==> src/rtl/mtc_pkg.sv <==
package mtc_pkg;

  localparam int NUM_BR = 4;

  typedef enum logic {
    KIND_ACC = 1'b0,
    KIND_FF  = 1'b1
  } kind_e;

  // branch 3 (index 2) is the feed-forward constituent
  function automatic kind_e br_kind(input int b);
    return (b == 2) ? KIND_FF : KIND_ACC;
  endfunction

  // permutation address = (mult*j + offs) mod FRAME_LEN, odd mult => bijection
  function automatic int unsigned il_mult(input int b);
    case (b)
      0:       return 1;
      1:       return 5;
      2:       return 13;
      default: return 9;
    endcase
  endfunction

  function automatic int unsigned il_offs(input int b);
    case (b)
      0:       return 0;
      1:       return 3;
      2:       return 7;
      default: return 11;
    endcase
  endfunction

endpackage

==> src/rtl/mtc_il_table.sv <==
module mtc_il_table #(
  parameter int FRAME_LEN = 16,
  localparam int AW = $clog2(FRAME_LEN)
) (
  input  logic [AW-1:0]                     idx,
  output logic [mtc_pkg::NUM_BR-1:0][AW-1:0] addr
);
  for (genvar b = 0; b < mtc_pkg::NUM_BR; b++) begin : g_br
    localparam int unsigned MUL = mtc_pkg::il_mult(b);
    localparam int unsigned OFS = mtc_pkg::il_offs(b);
    logic [31:0] lin;
    always_comb begin
      lin     = MUL * 32'(idx) + OFS;
      addr[b] = lin[AW-1:0];
    end
  end
endmodule

==> src/rtl/mtc_bitram.sv <==
module mtc_bitram #(
  parameter int DEPTH = 32,
  localparam int AW = $clog2(DEPTH)
) (
  input  logic          clk,
  input  logic          we,
  input  logic [AW-1:0] waddr,
  input  logic          wdata,
  input  logic [AW-1:0] raddr,
  output logic          rdata
);
  logic mem [DEPTH];

  always_ff @(posedge clk) begin
    if (we) mem[waddr] <= wdata;
    rdata <= mem[raddr];
  end
endmodule

==> src/rtl/mtc_constituent.sv <==
module mtc_constituent #(
  parameter mtc_pkg::kind_e KIND = mtc_pkg::KIND_ACC
) (
  input  logic clk,
  input  logic rst,
  input  logic en,
  input  logic first,
  input  logic din,
  output logic pnext
);
  logic st;
  logic st_eff;

  always_comb begin
    st_eff = first ? 1'b0 : st;
    pnext  = din ^ st_eff;
  end

  if (KIND == mtc_pkg::KIND_ACC) begin : g_acc
    always_ff @(posedge clk) begin
      if (rst)     st <= 1'b0;
      else if (en) st <= pnext;
    end
  end else begin : g_ff
    always_ff @(posedge clk) begin
      if (rst)     st <= 1'b0;
      else if (en) st <= din;
    end
  end
endmodule

==> src/rtl/mtc_encoder.sv <==
module mtc_encoder #(
  parameter int FRAME_LEN = 16
) (
  input  logic       clk,
  input  logic       rst,
  input  logic       in_valid,
  input  logic       in_sof,
  input  logic       in_bit,
  output logic       out_valid,
  output logic [1:0] out_pair,
  output logic       out_eof
);
  localparam int AW   = $clog2(FRAME_LEN);
  localparam int RAW  = AW + 1;
  localparam int NBR  = mtc_pkg::NUM_BR;
  localparam logic [AW-1:0] LAST_IDX = AW'(FRAME_LEN - 1);

  // ---------------- collection side ----------------
  logic          wr_open, wr_bank;
  logic [AW-1:0] wr_idx, widx_eff;
  logic          accept, last_wr;

  always_comb begin
    accept   = in_valid && (in_sof || wr_open);
    widx_eff = in_sof ? '0 : wr_idx;
    last_wr  = accept && (widx_eff == LAST_IDX);
  end

  always_ff @(posedge clk) begin
    if (rst) begin
      wr_open <= 1'b0;
      wr_idx  <= '0;
      wr_bank <= 1'b0;
    end else if (accept) begin
      if (last_wr) begin
        wr_open <= 1'b0;
        wr_idx  <= '0;
        wr_bank <= ~wr_bank;
      end else begin
        wr_open <= 1'b1;
        wr_idx  <= widx_eff + 1'b1;
      end
    end
  end

  // ---------------- readout side ----------------
  logic          rd_active, rd_bank;
  logic [AW-1:0] rd_idx;

  always_ff @(posedge clk) begin
    if (rst) begin
      rd_active <= 1'b0;
      rd_idx    <= '0;
      rd_bank   <= 1'b0;
    end else if (last_wr) begin
      rd_active <= 1'b1;
      rd_idx    <= '0;
      rd_bank   <= wr_bank;
    end else if (rd_active) begin
      if (rd_idx == LAST_IDX) rd_active <= 1'b0;
      else                    rd_idx    <= rd_idx + 1'b1;
    end
  end

  logic [NBR-1:0][AW-1:0] il_addr;

  mtc_il_table #(.FRAME_LEN(FRAME_LEN)) il_i (
    .idx  (rd_idx),
    .addr (il_addr)
  );

  // one frame-store copy per branch so each gets its own read port
  logic [NBR-1:0] ram_q;
  logic [NBR-1:0] pnext;
  logic           s1_valid, s1_first, s1_odd, s1_last;

  for (genvar b = 0; b < NBR; b++) begin : g_branch
    mtc_bitram #(.DEPTH(2 * FRAME_LEN)) ram_i (
      .clk   (clk),
      .we    (accept),
      .waddr ({wr_bank, widx_eff}),
      .wdata (in_bit),
      .raddr ({rd_bank, il_addr[b]}),
      .rdata (ram_q[b])
    );

    mtc_constituent #(.KIND(mtc_pkg::br_kind(b))) enc_i (
      .clk   (clk),
      .rst   (rst),
      .en    (s1_valid),
      .first (s1_first),
      .din   (ram_q[b]),
      .pnext (pnext[b])
    );
  end

  always_ff @(posedge clk) begin
    if (rst) begin
      s1_valid <= 1'b0;
      s1_first <= 1'b0;
      s1_odd   <= 1'b0;
      s1_last  <= 1'b0;
    end else begin
      s1_valid <= rd_active;
      s1_first <= rd_active && (rd_idx == '0);
      s1_odd   <= rd_idx[0];
      s1_last  <= rd_active && (rd_idx == LAST_IDX);
    end
  end

  // ---------------- puncture and register ----------------
  always_ff @(posedge clk) begin
    if (rst) begin
      out_valid <= 1'b0;
      out_eof   <= 1'b0;
      out_pair  <= '0;
    end else begin
      out_valid <= s1_valid;
      out_eof   <= s1_last;
      if (!s1_valid)   out_pair <= '0;
      else if (s1_odd) out_pair <= {pnext[3], pnext[2]};
      else             out_pair <= {pnext[1], pnext[0]};
    end
  end

endmodule

==> config.mk <==
export PLATFORM = sky130hd
export DESIGN_NAME = mtc_encoder
export DESIGN_NICKNAME = d
export VERILOG_FILES = /design/src/rtl/mtc_pkg.sv /design/src/rtl/mtc_il_table.sv /design/src/rtl/mtc_bitram.sv /design/src/rtl/mtc_constituent.sv /design/src/rtl/mtc_encoder.sv
export SDC_FILE = /design/constraint.sdc
export NUM_CORES = 1
export LEC_CHECK = 0
export BUFFER_PORTS_ARGS = -buffer_cell sky130_fd_sc_hd__buf_2
export CORE_MARGIN = 1.5
export CORE_UTILIZATION = 40
export CTS_BUF_LIST = sky130_fd_sc_hd__clkbuf_2 sky130_fd_sc_hd__clkbuf_4 sky130_fd_sc_hd__clkbuf_8
export DETAILED_ROUTE_END_ITERATION = 7
export PLACE_DENSITY = 0.65
export SLEW_MARGIN = 20
export SYNTH_ARGS = -nofsm -noshare
export SYNTH_HDL_FRONTEND = slang
export SYNTH_HIERARCHICAL = 1
export SYNTH_SLANG_ARGS = --single-unit
==> constraint.sdc <==
create_clock -name clk -period 2.7 [get_ports clk]
set_input_delay 0.27 -clock clk [delete_from_list [all_inputs] [get_ports clk]]
set_output_delay 0.27 -clock clk [all_outputs]
set_load 0.05 [all_outputs]
; ---- Word-level counts from Yosys, hierarchy flattened
; Memories as Yosys holds them, arrays and structs flattened. A register that Yosys moved wholly into a read port is not among the register bits.
; Index checks and enable logic that the tools add are counted.
[word_totals]
register_bits = 24
memories = 4
word_cells = 61
inputBits = 5
output_inout_bits = 4
ramBits = 128
[op_classes]
muxes = 13
eq_ne = 2
reduce_logical = 10
n_addsub = 5
bitwise = 7
mul = 3
[mem_list]
columns = memory, words, word_bits, rd, rd_ports_with_merged_regs, write_ports, line_no
row1 = g_branch[0].ram_i.mem, 32, 1, 1, 1, 1, mtc_bitram.sv:12  ; logic mem [DEPTH];
row2 = g_branch[1].ram_i.mem, 32, 1, 1, 1, 1, mtc_bitram.sv:12
row3 = g_branch[2].ram_i.mem, 32, 1, 1, 1, 1, mtc_bitram.sv:12
row4 = g_branch[3].ram_i.mem, 32, 1, 1, 1, 1, mtc_bitram.sv:12
[ops]
columns = cell, n
row1 = $mux W1, 10
row2 = $add A4 B1 Y4 const B, 2
row3 = $eq A4 B4 Y1 const B, 2
row4 = $mul A3 B4 Y4 const A, 2
row5 = $mux W4, 2
row6 = $add A4 B2 Y4 const B, 1
row7 = $add A4 B3 Y4 const B, 1
row8 = $add A4 B4 Y4 const B, 1
row9 = $logic_and A1 B1 Y1, 4
row10 = $logic_not A4 Y1, 1
row11 = $mul A4 B4 Y4 const A, 1
row12 = $reduce_and A2 Y1, 2
row13 = $reduce_or A2 Y1, 2
row14 = $xor A1 B1 Y1, 4
row15 = $not A1 Y1, 3
row16 = $mux W2, 1
row17 = $logic_or A1 B1 Y1, 1

; ---- Depth between registers and ports, before layout
; Gate-level depths: netlist of run 1.
[logic_depth]
word_depth = 4
ltp_mapped = 11
ltp_nobuf = 11

; ---- Cells and area by module
; The synthesis of run 1 kept the hierarchy.
[by_module_without_submodules]
columns = mod, n_inst, seq_area_each_um2, cells_each, area_per_inst_um2
row1 = mtc_bitram, 4, 980.9, 120, 1517.7
row2 = mtc_encoder, 1, 400.4, 91, 825.8
row3 = mtc_il_table, 1, 0.0, 30, 296.5
row4 = mtc_constituent at g_branch[0].enc_i ..., 3, 20.0, 8, 72.6
row5 = mtc_constituent at g_branch[2].enc_i, 1, 20.0, 5, 48.8

; ---- Worst setup path before layout of run 1
; No wires, ideal clock.
[synth_path]
path_kind = reg-to-reg
start = register rd_idx[0]
end = register g_branch[2].ram_i.rdata (read register of g_branch[2].ram_i.mem)
period_less_slack_ns = 2.287
arrival_time_ns = 2.165
stages_incl_launch_ff = 10
setup_time_ns = 0.122
setup_slack_ns = 0.413
path_buffers = 0
required_ns = 2.578
path_cell_list = dfxtp_1 inv_1 ha_1 ha_1 xor2_1 and2b_1 a22oi_1 nand4b_1 a21oi_1 a311o_1
[synth_rtl]
columns = element, line_no
row1 = "start, declared", mtc_encoder.sv:48  ; logic [AW-1:0] rd_idx;
row2 = "start signal, assigned", mtc_encoder.sv:61  ; else rd_idx <= rd_idx + 1'b1;
row3 = "end, declared", mtc_bitram.sv:10  ; output logic rdata

==> impl_results.md, run 1 <==
* Area of placed instances at 7710 sq um
* Top cells by area, synth: edfxtp_1 52%, mux2i_1 9.0%, dfxtp_1 7.5%
* Yosys warnings at 6
* Hpwl dp at 9640 microns
* Starting Density at 41.1%
* Leak at 2.88 nW
* Core Area at 18100 sq um
* First-pass GRT wire length at 25100 microns
* H-tree depth at 4
* Fmax at 0.439 GHz
* Total Power at 0.00427 W
* Post-synthesis sequential area ratio at 59.0%
* Reg2reg setup slack at 0.42 ns
* Top cell type's share of synthesized area at 51.5%
* Syn avg cell area at 11.8 sq um
* Sink Count at 156
* Drt first pass iters at 5
* Register Area at 4400 sq um
* Tcrit/Tclk final at 84.4%
* Peak VDD IR at 0.267 mV
* Layout cell share with drive strength beyond 1 at 10.8%
* Number of flops mapped to enable cells by yosys at 128
* Fin Setup TNS at 0 ns
* Die Ht at 140 microns
* Post-CTS Setup Inserts at 0
* Startpoint Class: register
* WP data required at 3.04 ns
* Buf+Inv Stages, Crit Path at 2
* Top delay family on crit path: adder cells
* Die Footprint at 19500 sq um
* Number of synthesized register bits at 156
* Initial antenna violation count at 0
* Power per Cell Area at 530 nW/um^2
* CTS Buffer Depth at 2
* Total grt overflow at 0
* Wire per inst at 17.2 microns
* Die Width at 140 microns
* Root Buffer Master: clkbuf_8
* Layout area overhead at 8.03%
* Initial drt markers at 419
* CTS tree: done
* Clock slew at reported path FFs at 0.08 ns
* Synth area leader: edfxtp_1
* Post-DR vias/cell at 5.48
* Critical path's largest stage delay at 0.34 ns
* Max Cap Viol at 0
* Syn_nets at 645
* Final Instance Area at 8060 sq um
* Yosys cell types at 47
* Final hold viol count at 0
* Worst Path Max Fanout at 4
* Outcome: finished, final reports clean
* Critical path class: reg -> reg
* Worst path slowest cell: dfxtp_1
* Vias in the first global route at 5013
* Largest net degree at the start of global routing at 46
* Worst Path Arrival at 2.62 ns
* HP Class: in -> reg
* Slew HR at 48.8%
* Rows at 49
* RSZ-0062 raised after global routing: no
* Fin nets at 666
* GRT Resource Usage Total at 16.5%
* Antenna viol nets, final at 0
* Mapped Cells at 630
* Least-Margin Pin Slew at 0.767 ns
* Main synth FF type: edfxtp_1
* Worst clock skew at 0.00759 ns
* Post-CTS resize count at 0
* Total number of vias at 4891
* Antenna Cells at 0
* Inserted Clock Buffers at 17
* GP Congestion at 0.777
* Fillers at 1677
* Mapped Area at 7460 sq um
* Drc violations at 0
* Setup crit end kind: register
* Setup Viol. Count Final at 0
* Ys async rst share at 0%
* WL final at 15400 microns
* Io pins at 9
* Multi-input logic area at 2800 sq um
* Fin. max-slew vios at 0
* Worst skew pair latency at 0.45 ns
* Fin crit period at 2.28 ns
* Cells along the critical path: inv_1, ha_1, inv_1, ha_1, xor2_1, nor2b_1, nand2_1, nand3_1, nand2_1, a311o_1
* Cts-stage hold buffer count at 0
* Port Buffer Count at 8
==> layer usage <==
layer,global-route usage (%),wire length (microns)
met4,7.81,373
met5,0,0
met1,21.3,6750
met3,3.20,729
met2,27.1,7510
==> final timing paths <==
| kind | endpoint | cells after the start | startpoint |
|---|---|---|---|
| worst max-delay path | g_branch[1].ram_i/rdata$_DFF_P_ | 10 | rd_idx[0]$_SDFFE_PP0P_ |
| worst min-delay path | wr_idx[2]$_SDFFE_PP0P_ | 3 | in_sof |
| worst max register to register | g_branch[1].ram_i/rdata$_DFF_P_ | 10 | rd_idx[0]$_SDFFE_PP0P_ |
| worst min register to register | out_eof$_SDFF_PP0_ | 1 | s1_last$_SDFF_PP0_ |
==> power by group <==
group	switching [W]	internal, W
clock network	0.000843	0.000717
registers	0.00000501	0.00260
logic	0.0000771	0.0000219
==> stage by stage <==
| stage | worst slack [ns] | std cells | util, % | hold slack [ns] |
|---|---|---|---|---|
| after floorplan | 0.413 | 630 | - | 0.342 |
| after global placement | 0.482 | 861 | 42.5 | 0.422 |
| after detailed placement | 0.437 | 861 | 42.5 | 0.432 |
| after CTS | 0.403 | 893 | 44.4 | 0.152 |
| after global routing | 0.250 | 893 | 44.4 | 0.187 |
| final | 0.422 | 893 | 44.4 | 0.179 |
==> cell families (layout without fill, tap and decap cells) <==
logic type               count (synthesis)  after routing  synth area share, %
AND/OR/NAND/NOR                        282            282                 18.6
flip-flops                             156            156                 59.0
multiplexers                            70             70                 9.44
AO/OA/AOI/OAI                           64             64                 5.69
buffers and inverters                   35             69                 3.44
XOR/XNOR                                13             13                 2.13
adder cells (fa/ha/maj)                 10             10                 1.68
==> placed cells by master (no fill, tap or decap), types with 2 or more instances in the layout <==
cell / Yosys / final
nand4b_1: 4 / 4
nand3_1: 22 / 22
a22oi_1: 16 / 16
a211oi_1: 4 / 4
nand2b_1: 7 / 7
xnor3_1: 2 / 2
and2b_1: 4 / 4
nand2_1: 32 / 32
clkinv_2: 0 / 4
a311o_1: 4 / 4
or3b_2: 12 / 12
and2_1: 4 / 4
o21ai_0: 10 / 10
edfxtp_1: 128 / 128
inv_1: 13 / 13
nor2b_1: 12 / 11
nor2_1: 146 / 146
buf_4: 8 / 14
mux2i_1: 67 / 67
clkinvlp_4: 0 / 4
ha_1: 10 / 9
a32o_1: 3 / 3
dfxtp_1: 28 / 28
xnor2_1: 5 / 5
clkbuf_8: 0 / 17
a31oi_1: 2 / 2
or3_1: 6 / 6
xor2_1: 5 / 5
buf_2: 0 / 8
mux2_1: 3 / 3
or2b_1: 3 / 3
nand3b_1: 21 / 21
a21oi_1: 21 / 21
clkinv_1: 0 / 3
==> area by class of cell <==
| class | instances | share of cell area (%) |
|---|---|---|
| Tap cell | 229 | 3.56 |
| Clock inverter | 14 | 1.30 |
| Sequential cell | 156 | 54.6 |
| Inverter | 14 | 0.652 |
| Multi-Input combinational cell | 439 | 34.8 |
| Timing Repair Buffer | 23 | 2.05 |
| Clock buffer | 18 | 3.00 |
==> sequential cells by signal, indices dropped and copies added, names as in the netlist <==
register,flops
g_branch.ram_i/mem,128
g_branch.enc_i/st,4
g_branch.ram_i/rdata,4
rd_idx,4
wr_idx,4
out_pair,2
out_eof,1
out_valid,1
rd_active,1
rd_bank,1
s1_first,1
s1_last,1
s1_odd,1
s1_valid,1
wr_bank,1
wr_open,1
==> cells in the mapped netlist, types with 2 or more instances <==
cell type,number
nor2_1,146
edfxtp_1,128
mux2i_1,67
nand2_1,32
dfxtp_1,28
nand3_1,22
a21oi_1,21
nand3b_1,21
a22oi_1,16
inv_1,13
nor2b_1,12
or3b_2,12
ha_1,10
o21ai_0,10
buf_4,8
nand2b_1,7
or3_1,6
clkbuf_1,5
xnor2_1,5
xor2_1,5
a211oi_1,4
a311o_1,4
and2_1,4
and2b_1,4
buf_12,4
buf_6,4
nand4b_1,4
a32o_1,3
mux2_1,3
or2b_1,3
a31oi_1,2
xnor3_1,2
==> tightest hold or removal path, stage by stage <==
cell     delay [ns]
buf_2          0.15
nand3_1        0.09
a31oi_1        0.07
Power figures use the tool's default switching activity.
==> run 2: changes to the inputs <==
--- a/config.mk
+++ b/config.mk
@@ -5,6 +5,7 @@
 export SDC_FILE = /design/constraint.sdc
 export NUM_CORES = 1
 export LEC_CHECK = 0
+export ABC_AREA = 1
 export BUFFER_PORTS_ARGS = -buffer_cell sky130_fd_sc_hd__buf_2
 export CORE_MARGIN = 1.5
 export CORE_UTILIZATION = 40
==> constraint.sdc (replaced) <==
create_clock -name clk -period 2.38 [get_ports clk]
set_input_delay 0.238 -clock clk [delete_from_list [all_inputs] [get_ports clk]]
set_output_delay 0.238 -clock clk [all_outputs]
set_load 0.05 [all_outputs]
==> run 2 against run 1 <==
Via count grew 14%. Worst hold slack lost 0.066 ns. Critical path type unchanged. Die area grew 2.7%. Clock skew grew 0.0042 ns. Largest power group unchanged. Fmax grew 6.9%. Highest routed layer unchanged. Combinational power grew 40%. Area after synthesis grew 2.8%.
==> impl_results.md, run 2 <==
* Fin nets at 879 (+32%)
* Main synth FF type: edfxtp_1
* Hpwl dp at 9850 microns (+2.2%)
* Sink Count at 156 (unchanged)
* Worst Path Arrival at 2.49 ns (-0.13 ns)
* Power per Cell Area at 621 nW/um^2 (+17%)
* Worst clock skew at 0.0118 ns (+0.00417 ns)
* Hold endpoint: rd_active$_SDFF_PP0_
* Inserted Clock Buffers at 17 (unchanged)
* Worst hold start: rst
* Slew HR at 53.3% (+4.5 points)
* First-pass GRT wire length at 26800 microns (+6.9%)
* Most common cell in the netlist: nand2_1
* Drc violations at 0 (unchanged)
* Fmax at 0.469 GHz (+6.9%)
* Mux share of post-synthesis cell area at 0% (-9.4 points)
* Final hold viol count at 0 (unchanged)
* Number of flops mapped to enable cells by yosys at 128 (unchanged)
* Die Width at 141 microns (+1.4%)
* Total Power at 0.00514 W (+21%)
* HP Class: in -> reg
* Die Footprint at 20000 sq um (+2.7%)
* Top cells by area, synth: edfxtp_1 50%, nand3_1 11%, nand2_1 10%
* Post-DR vias/cell at 5.02 (-8.4%)
* Worst path slowest cell: dfxtp_1
* Leading cell type in the layout, fill and taps excluded: nand2_1
* GP Congestion at 0.813 (+4.6%)
* Area share of fa/ha/maj cells after synthesis at 1.63% (-0.046 points)
* CTS Buffer Depth at 2 (unchanged)
* Clock slew at reported path FFs at 0.08 ns (about the same)
* Startpoint Class: register
* Least-Margin Pin Slew at 0.701 ns (-0.0661 ns)
* Synth area leader: edfxtp_1
* Rows at 50 (+2.0%)
* Vias in the first global route at 5336 (+6.4%)
* Initial antenna violation count at 0 (unchanged)
* Peak VDD IR at 0.278 mV (+4.1%)
* Max Cap Viol at 0 (unchanged)
* Drt first pass iters at 7 (+2)
* Syn_nets at 862 (+34%)
* Register Area at 4400 sq um (unchanged)
* Critical path's largest stage delay at 0.43 ns (+0.09 ns)
* Hold Path Depth at 2 (-1)
* Multi-input logic area at 2700 sq um (-3.8%)
* Core Area at 18800 sq um (+3.4%)
* Ys async rst share at 0% (unchanged)
* Crit path top cell by count: nand2_1
* Wire per inst at 14.6 microns (-15%)
* Antenna viol nets, final at 0 (unchanged)
* H-tree depth at 4 (unchanged)
* Port Buffer Count at 8 (unchanged)
* Worst Path Max Fanout at 5 (+1)
* Critical path class: reg -> reg
* Outcome: finished, final reports clean
* Commonest cells after routing, fill and taps aside: 204 x nand2_1, 166 x nand3_1, 154 x nor2_1, 128 x edfxtp_1, 61 x inv_1
* Worst skew pair latency at 0.47 ns (+0.02 ns)
* Layout area overhead at 7.95% (about the same)
* Leak at 3.04 nW (+5.5%)
* Total number of vias at 5574 (+14%)
* Antenna Cells at 0 (unchanged)
* Cells along the critical path: inv_2, ha_1, inv_1, ha_1, xor2_1, inv_1, nand3_1, nand2_1, nand2_1, nand2_1, nand2_1, nand2_1
* Mapped Area at 7670 sq um (+2.8%)
* Mapped Cells at 847 (+34%)
* Starting Density at 40.9% (-0.25 points)
* Top cell type's share of synthesized area at 50.1% (-1.4 points)
* Fin Setup TNS at 0 ns (unchanged)
* WP data required at 2.74 ns (-0.30 ns)
* Io pins at 9 (unchanged)
* Synth Area in Compound Gates at 1.32% (-4.4 points)
* Yosys cell types at 30 (-36%)
* Biggest register: g_branch.ram_i/mem
* Syn avg cell area at 9.05 sq um (-24%)
* Top post-synthesis cells by count: 204 x nand2_1, 166 x nand3_1, 154 x nor2_1
* Fin. max-slew vios at 0 (unchanged)
* Synth Area in Simple Gates at 31.5% (+13 points)
* Fin crit period at 2.13 ns (-0.148 ns)
* FF-to-FF Start: rd_idx[0]$_SDFFE_PP0P_
* Cts-stage hold buffer count at 0 (unchanged)
* Setup Viol. Count Final at 0 (unchanged)
* Main combinational cell family by area after synthesis: simple AND/OR/NAND/NOR gates
* Die Ht at 141 microns (+1.4%)
* Fillers at 1825 (+8.8%)
* Max FFs per register at 128 (unchanged)
* WL final at 16200 microns (+5.3%)
* Number of synthesized register bits at 156 (unchanged)
* CTS tree: done
* Setup crit end kind: register
* Tcrit/Tclk final at 89.5% (+5.1 points)
* Layout cell share with drive strength beyond 1 at 12.2% (+1.4 points)
* Largest net degree at the start of global routing at 81 (+76%)
* Post-CTS resize count at 0 (unchanged)
* Yosys warnings at 6 (unchanged)
* XOR/XNOR share of the synthesized area at 0.685% (-1.4 points)
* Initial drt markers at 545 (+30%)
* Reg2reg setup slack at 0.25 ns (-0.17 ns)
* Post-CTS Setup Inserts at 0 (unchanged)
* RSZ-0062 raised after global routing: no
* FF-to-FF End: g_branch[1].ram_i/rdata$_DFF_P_
* Post-synthesis sequential area ratio at 57.4% (-1.6 points)
* Total grt overflow at 0 (unchanged)
* Root Buffer Master: clkbuf_8
* Worst r2r path cells at 12 (+2)
* GRT Resource Usage Total at 17.4% (+0.80 points)
==> run 2: cell types whose count changed after synthesis, sizes merged, moves of 6 or more <==
cell and delta:
or3 -6, nand3 +144, o21ai -7, inv +61, or3b -12, a22oi -16, buf +9, nor2b -12
mux2i -67, nand3b -21, nand2b -7, nor2 +11, nand2 +199, a21oi -9
==> run 2: where the power goes <==
part	switching [W]	total (W)	internal (W)
Clock	0.000960	0.00204	0.00108
Combinational	0.000112	0.000139	0.0000270
Sequential	0.00000729	0.00297	0.00296
Total	0.00108	0.00514	0.00406
==> run 2: layout make-up <==
cell class | count | area share [%]
tap | 234 | 3.54
clock inverter | 11 | 1.72
clock buffer | 21 | 3.19
sequential | 156 | 53.2
multi-input combinational | 590 | 32.6
inverter | 76 | 3.78
timing repair buffer | 23 | 2.00
==> run 2: logic make-up after synthesis <==
logic type	count (synthesis)
and+or+nand+nor	559
buffers and inverters	101
DFF	156
xor gates and xnor gates	6
adders and majority gates	10
AOI/OAI and AO/OA	15
==> run 2: worst max path at each step <==
stage,slack (ns),start,to
4_1_cts,0.21,rd_idx[0]$_SDFFE_PP0P_,g_branch[1].ram_i/rdata$_DFF_P_
5_1_grt,0.03,rd_idx[0]$_SDFFE_PP0P_,g_branch[1].ram_i/rdata$_DFF_P_
3_3_place_gp,0.34,rd_idx[0]$_SDFFE_PP0P_,g_branch[1].ram_i/rdata$_DFF_P_
6_report,0.25,rd_idx[0]$_SDFFE_PP0P_,g_branch[1].ram_i/rdata$_DFF_P_
2_1_floorplan,0.33,rd_idx[0]$_SDFFE_PP0P_,g_branch[1].ram_i/rdata$_DFF_P_
3_5_place_dp,0.24,rd_idx[0]$_SDFFE_PP0P_,g_branch[1].ram_i/rdata$_DFF_P_
==> run 2: critical path: cells and delay by family (launching register included) <==
family	cells	cell delay (ns)
fa+ha+maj	2	0.58
buf+inv	3	0.26
simple gates	6	0.38
flops	1	0.43
xor+xnor	1	0.38
==> run 2: metal layers <==
layer | track usage (%) | up-vias | part of all wire (%)
met5 | 0 | - | 0
met4 | 7.22 | 0 | 1.9
met3 | 3.14 | 23 | 4.9
met2 | 28.0 | 133 | 47
met1 | 23.2 | 2592 | 46
li1 | - | 2826 | -
==> run 2: per-stage QoR <==
stage	instance area (sq um)	util (%)	setup slack (ns)	hold slack, ns	instances
after floorplan	7670	-	0.334	0.337	847
after global placement	7870	41.9	0.344	0.403	1079
after detailed placement	7870	41.9	0.235	0.404	1079
after CTS	8280	44.1	0.211	0.0831	1111
after global routing	8280	44.1	0.0262	0.102	1111
final	8280	44.1	0.250	0.113	1111
==> run 3: changes to the inputs <==
--- a/config.mk
+++ b/config.mk
@@ -15,5 +15,4 @@
 export SLEW_MARGIN = 20
 export SYNTH_ARGS = -nofsm -noshare
 export SYNTH_HDL_FRONTEND = slang
-export SYNTH_HIERARCHICAL = 1
 export SYNTH_SLANG_ARGS = --single-unit
==> run 3 against run 2 <==
Synthesized cell count fell by 45%. Flip-flop and latch count decreased by 96. Count of clock-buffer cells in the layout decreased by 9. Cell area fell by 55%. Via count down 46%. Area after synthesis is 55% lower. Global-route usage rose by 2.6 points. Die area shrank 54%. Worst hold slack gained 0.095 ns. Clock skew fell by 0.0017 ns. Power decreased by 59%. Sequential power fell by 63%. Critical path type unchanged. Largest power group unchanged. Highest routed layer unchanged.
==> impl_results.md, run 3 <==
* Outcome: finished, final reports clean
* Die Width at 95.7 microns (-32%)
* Max Cap Viol at 0 (unchanged)
* FF-to-FF End: g_branch[1].ram_i.rdata$_DFF_P_
* Yosys cell types at 28 (-6.7%)
* Ys async rst share at 0% (unchanged)
* CTS Buffer Depth at 2 (unchanged)
* Layout area overhead at 9.14%
* Critical Path Source: rd_idx[0]$_SDFFE_PP0P_
* Largest net degree at the start of global routing at 36 (-56%)
* Antenna viol nets, final at 0 (unchanged)
* Setup crit end kind: register
* Cell-internal power at 0.00166 W (-59%)
* Wire per inst at 13.8 microns (-5.4%)
* Max FFs per register at 32 (-75%)
* Main synth FF type: edfxtp_1
* Syn avg cell area at 7.40 sq um (-18%)
* Leading cell type in the layout, fill and taps excluded: nand2_1
* Number of synthesized register bits at 60 (-62%)
* Die Ht at 95.7 microns (-32%)
* GRT Resource Usage Total at 20.0% (+2.6 points)
* Clock slew at reported path FFs at 0.07 ns (about the same)
* Commonest cells after routing, fill and taps aside: 139 x nand2_1, 79 x nand3_1, 67 x nor2_1, 50 x inv_1, 32 x edfxtp_1
* Initial antenna violation count at 0 (unchanged)
* HP Class: in -> reg
* Mapped Area at 3440 sq um (-55%)
* H-tree depth at 3 (-1)
* Antenna Cells at 0 (unchanged)
* Hpwl dp at 5870 microns (-40%)
* Slew HR at 68.7% (+15 points)
* Total number of vias at 3007 (-46%)
* Vias in the first global route at 2837 (-47%)
* Worst path slowest cell: dfxtp_1
* Startpoint Class: register
* Worst Path Arrival at 2.26 ns (-0.23 ns)
* Top post-synthesis cells by count: 139 x nand2_1, 79 x nand3_1, 67 x nor2_1
* Drc violations at 0 (unchanged)
* Yosys warnings at 0 (-6)
* Rows at 33 (-34%)
* Total stage count of the critical path at 12 (unchanged)
* Number of flops mapped to enable cells by yosys at 32 (-75%)
* NetSw at 0.000447 W (-59%)
* Register Area at 1520 sq um (-65%)
* Tcrit/Tclk final at 84.6% (-4.9 points)
* Inserted Clock Buffers at 9 (-8)
* Worst hold start: in_valid
* Sink Count at 60 (-62%)
* Least-Margin Pin Slew at 0.469 ns (-0.232 ns)
* Placed Instances at 570 (-47%)
* Clock network power share at 45.3% (+5.7 points)
* Fillers at 828 (-55%)
* Cells along the critical path: inv_4, ha_1, inv_1, fa_1, nand2_1, nand2_1, inv_1, nand2_1, nand2_1, nand3_1, nand3_1, nand2_1
* Starting Density at 41.6% (+0.75 points)
* Reg2reg setup slack at 0.37 ns (+0.12 ns)
* Io pins at 9 (unchanged)
* Leak at 1.64 nW (-46%)
* Total grt overflow at 0 (unchanged)
* Combinational Power Share at 2.5% (-0.2 points)
* Buf+Inv Stages, Crit Path at 3 (unchanged)
* WL final at 8070 microns (-50%)
* CTS tree: done
* Sequential fraction of design power at 52.2% (-5.4 points)
* Crit path top cell by count: nand2_1
* Worst skew pair latency at 0.35 ns (-0.12 ns)
* Top delay family on crit path: adder cells
* Core Area at 8260 sq um (-56%)
* Worst r2r path cells at 12 (unchanged)
* RSZ-0062 raised after global routing: no
* FF-to-FF Start: rd_idx[0]$_SDFFE_PP0P_
* Worst clock skew at 0.0101 ns (-0.00167 ns)
* Fin nets at 495 (-44%)
* Sw frac at 21.2% (+0.24 points)
* GP Congestion at 0.945 (+16%)
* Post-CTS Setup Inserts at 0 (unchanged)
* Final hold viol count at 0 (unchanged)
* Fin crit period at 2.01 ns (-0.116 ns)
* Top cell type's share of synthesized area at 28.0% (-22 points)
* Port Buffer Count at 8 (unchanged)
* Initial drt markers at 162 (-70%)
* Synth area leader: edfxtp_1
* Mapped Cells at 464 (-45%)
* Power per Cell Area at 561 nW/um^2 (-9.6%)
* WP data required at 2.63 ns (-0.11 ns)
* Post-synthesis sequential area ratio at 44.3% (-13 points)
* Syn_nets at 483 (-44%)
* Root Buffer Master: clkbuf_8
* Peak VDD IR at 0.376 mV (+35%)
* Drt first pass iters at 5 (-2)
* Top cells by area, synth: edfxtp_1 28%, dfxtp_1 16%, nand2_1 15%
* Post-CTS resize count at 0 (unchanged)
* Cts-stage hold buffer count at 0 (unchanged)
* Fmax at 0.496 GHz (+5.7%)
* Biggest register: g_branch.ram_i.mem
* Layout cell share with drive strength beyond 1 at 8.11% (-4.1 points)
* Most common cell in the netlist: nand2_1
* Hold Path Depth at 4 (+2)
* First-pass GRT wire length at 13500 microns (-50%)
* Critical path's largest stage delay at 0.49 ns (+0.06 ns)
* Fin cells at 586 (-47%)
* Worst Path Max Fanout at 7 (+2)
* Hold endpoint: wr_idx[0]$_SDFFE_PP0P_
* Post-DR vias/cell at 5.13 (+2.3%)
* Multi-input logic area at 1610 sq um (-40%)
* Fin Setup TNS at 0 ns (unchanged)
* Setup Viol. Count Final at 0 (unchanged)
* Die Footprint at 9150 sq um (-54%)
* Fin. max-slew vios at 0 (unchanged)
* Critical path class: reg -> reg
run 3: power by group through the flow:
stage / clock network (W) / logic (W) / registers (W)
floorplan: 0 / 0.0000317 / 0.00112
global placement: 0 / 0.0000521 / 0.00112
detailed placement: 0 / 0.0000528 / 0.00112
CTS: 0.000975 / 0.0000529 / 0.00110
global route: 0.00102 / 0.0000607 / 0.00110
finish: 0.000953 / 0.0000524 / 0.00110
run 3: cell families (layout without fill, tap and decap cells):
| group | Yosys count | count (layout) | share of synthesized area, % |
|---|---|---|---|
| and+or+nand+nor | 292 | 292 | 35.3 |
| buffers and inverters | 66 | 83 | 8.85 |
| DFF | 60 | 60 | 44.3 |
| AOI/OAI and AO/OA | 24 | 24 | 3.75 |
| adders and majority gates | 14 | 14 | 5.54 |
| xor gates and xnor gates | 8 | 8 | 2.26 |
run 3: layout make-up:
class,count,share of cell area [%]
Multi-Input combinational cell,338,42.9
Timing Repair Buffer,12,1.87
Inverter,55,5.57
Sequential cell,60,40.6
Tap cell,105,3.50
Clock inverter,4,1.30
Clock buffer,12,4.24
run 3: stage by stage:
stage	hold WS (ns)	setup slack, ns	total power (W)	area [sq um]	utilization (%)
floorplan	0.318	0.305	0.00115	3440	-
global placement	0.388	0.440	0.00117	3540	42.9
detailed placement	0.399	0.396	0.00118	3540	42.9
CTS	0.201	0.383	0.00213	3750	45.4
global route	0.210	0.178	0.00218	3750	45.4
finish	0.208	0.366	0.00211	3750	45.4
run 3: worst max-delay path by stage:
stage	to
2_1_floorplan	g_branch[1].ram_i.rdata$_DFF_P_
3_5_place_dp	g_branch[1].ram_i.rdata$_DFF_P_
5_1_grt	g_branch[1].ram_i.rdata$_DFF_P_
6_report	g_branch[1].ram_i.rdata$_DFF_P_
3_3_place_gp	g_branch[1].ram_i.rdata$_DFF_P_
4_1_cts	g_branch[1].ram_i.rdata$_DFF_P_
run 3: worst register-to-register path: stages (launching register included):
cell	delay (ns)
dfxtp_1	0.49
inv_4	0.06
ha_1	0.27
inv_1	0.07
fa_1	0.43
nand2_1	0.08
nand2_1	0.08
inv_1	0.08
nand2_1	0.05
nand2_1	0.09
nand3_1	0.08
nand3_1	0.09
nand2_1	0.05
run 3: routing by layer:
layer	global-route usage (%)	share of wire [%]	vias to the layer above
li1	-	-	1507
met3	5.82	6.1	27
met5	0	0	-
met4	10.8	3.2	0
met2	32.3	47	92
met1	23.8	44	1381
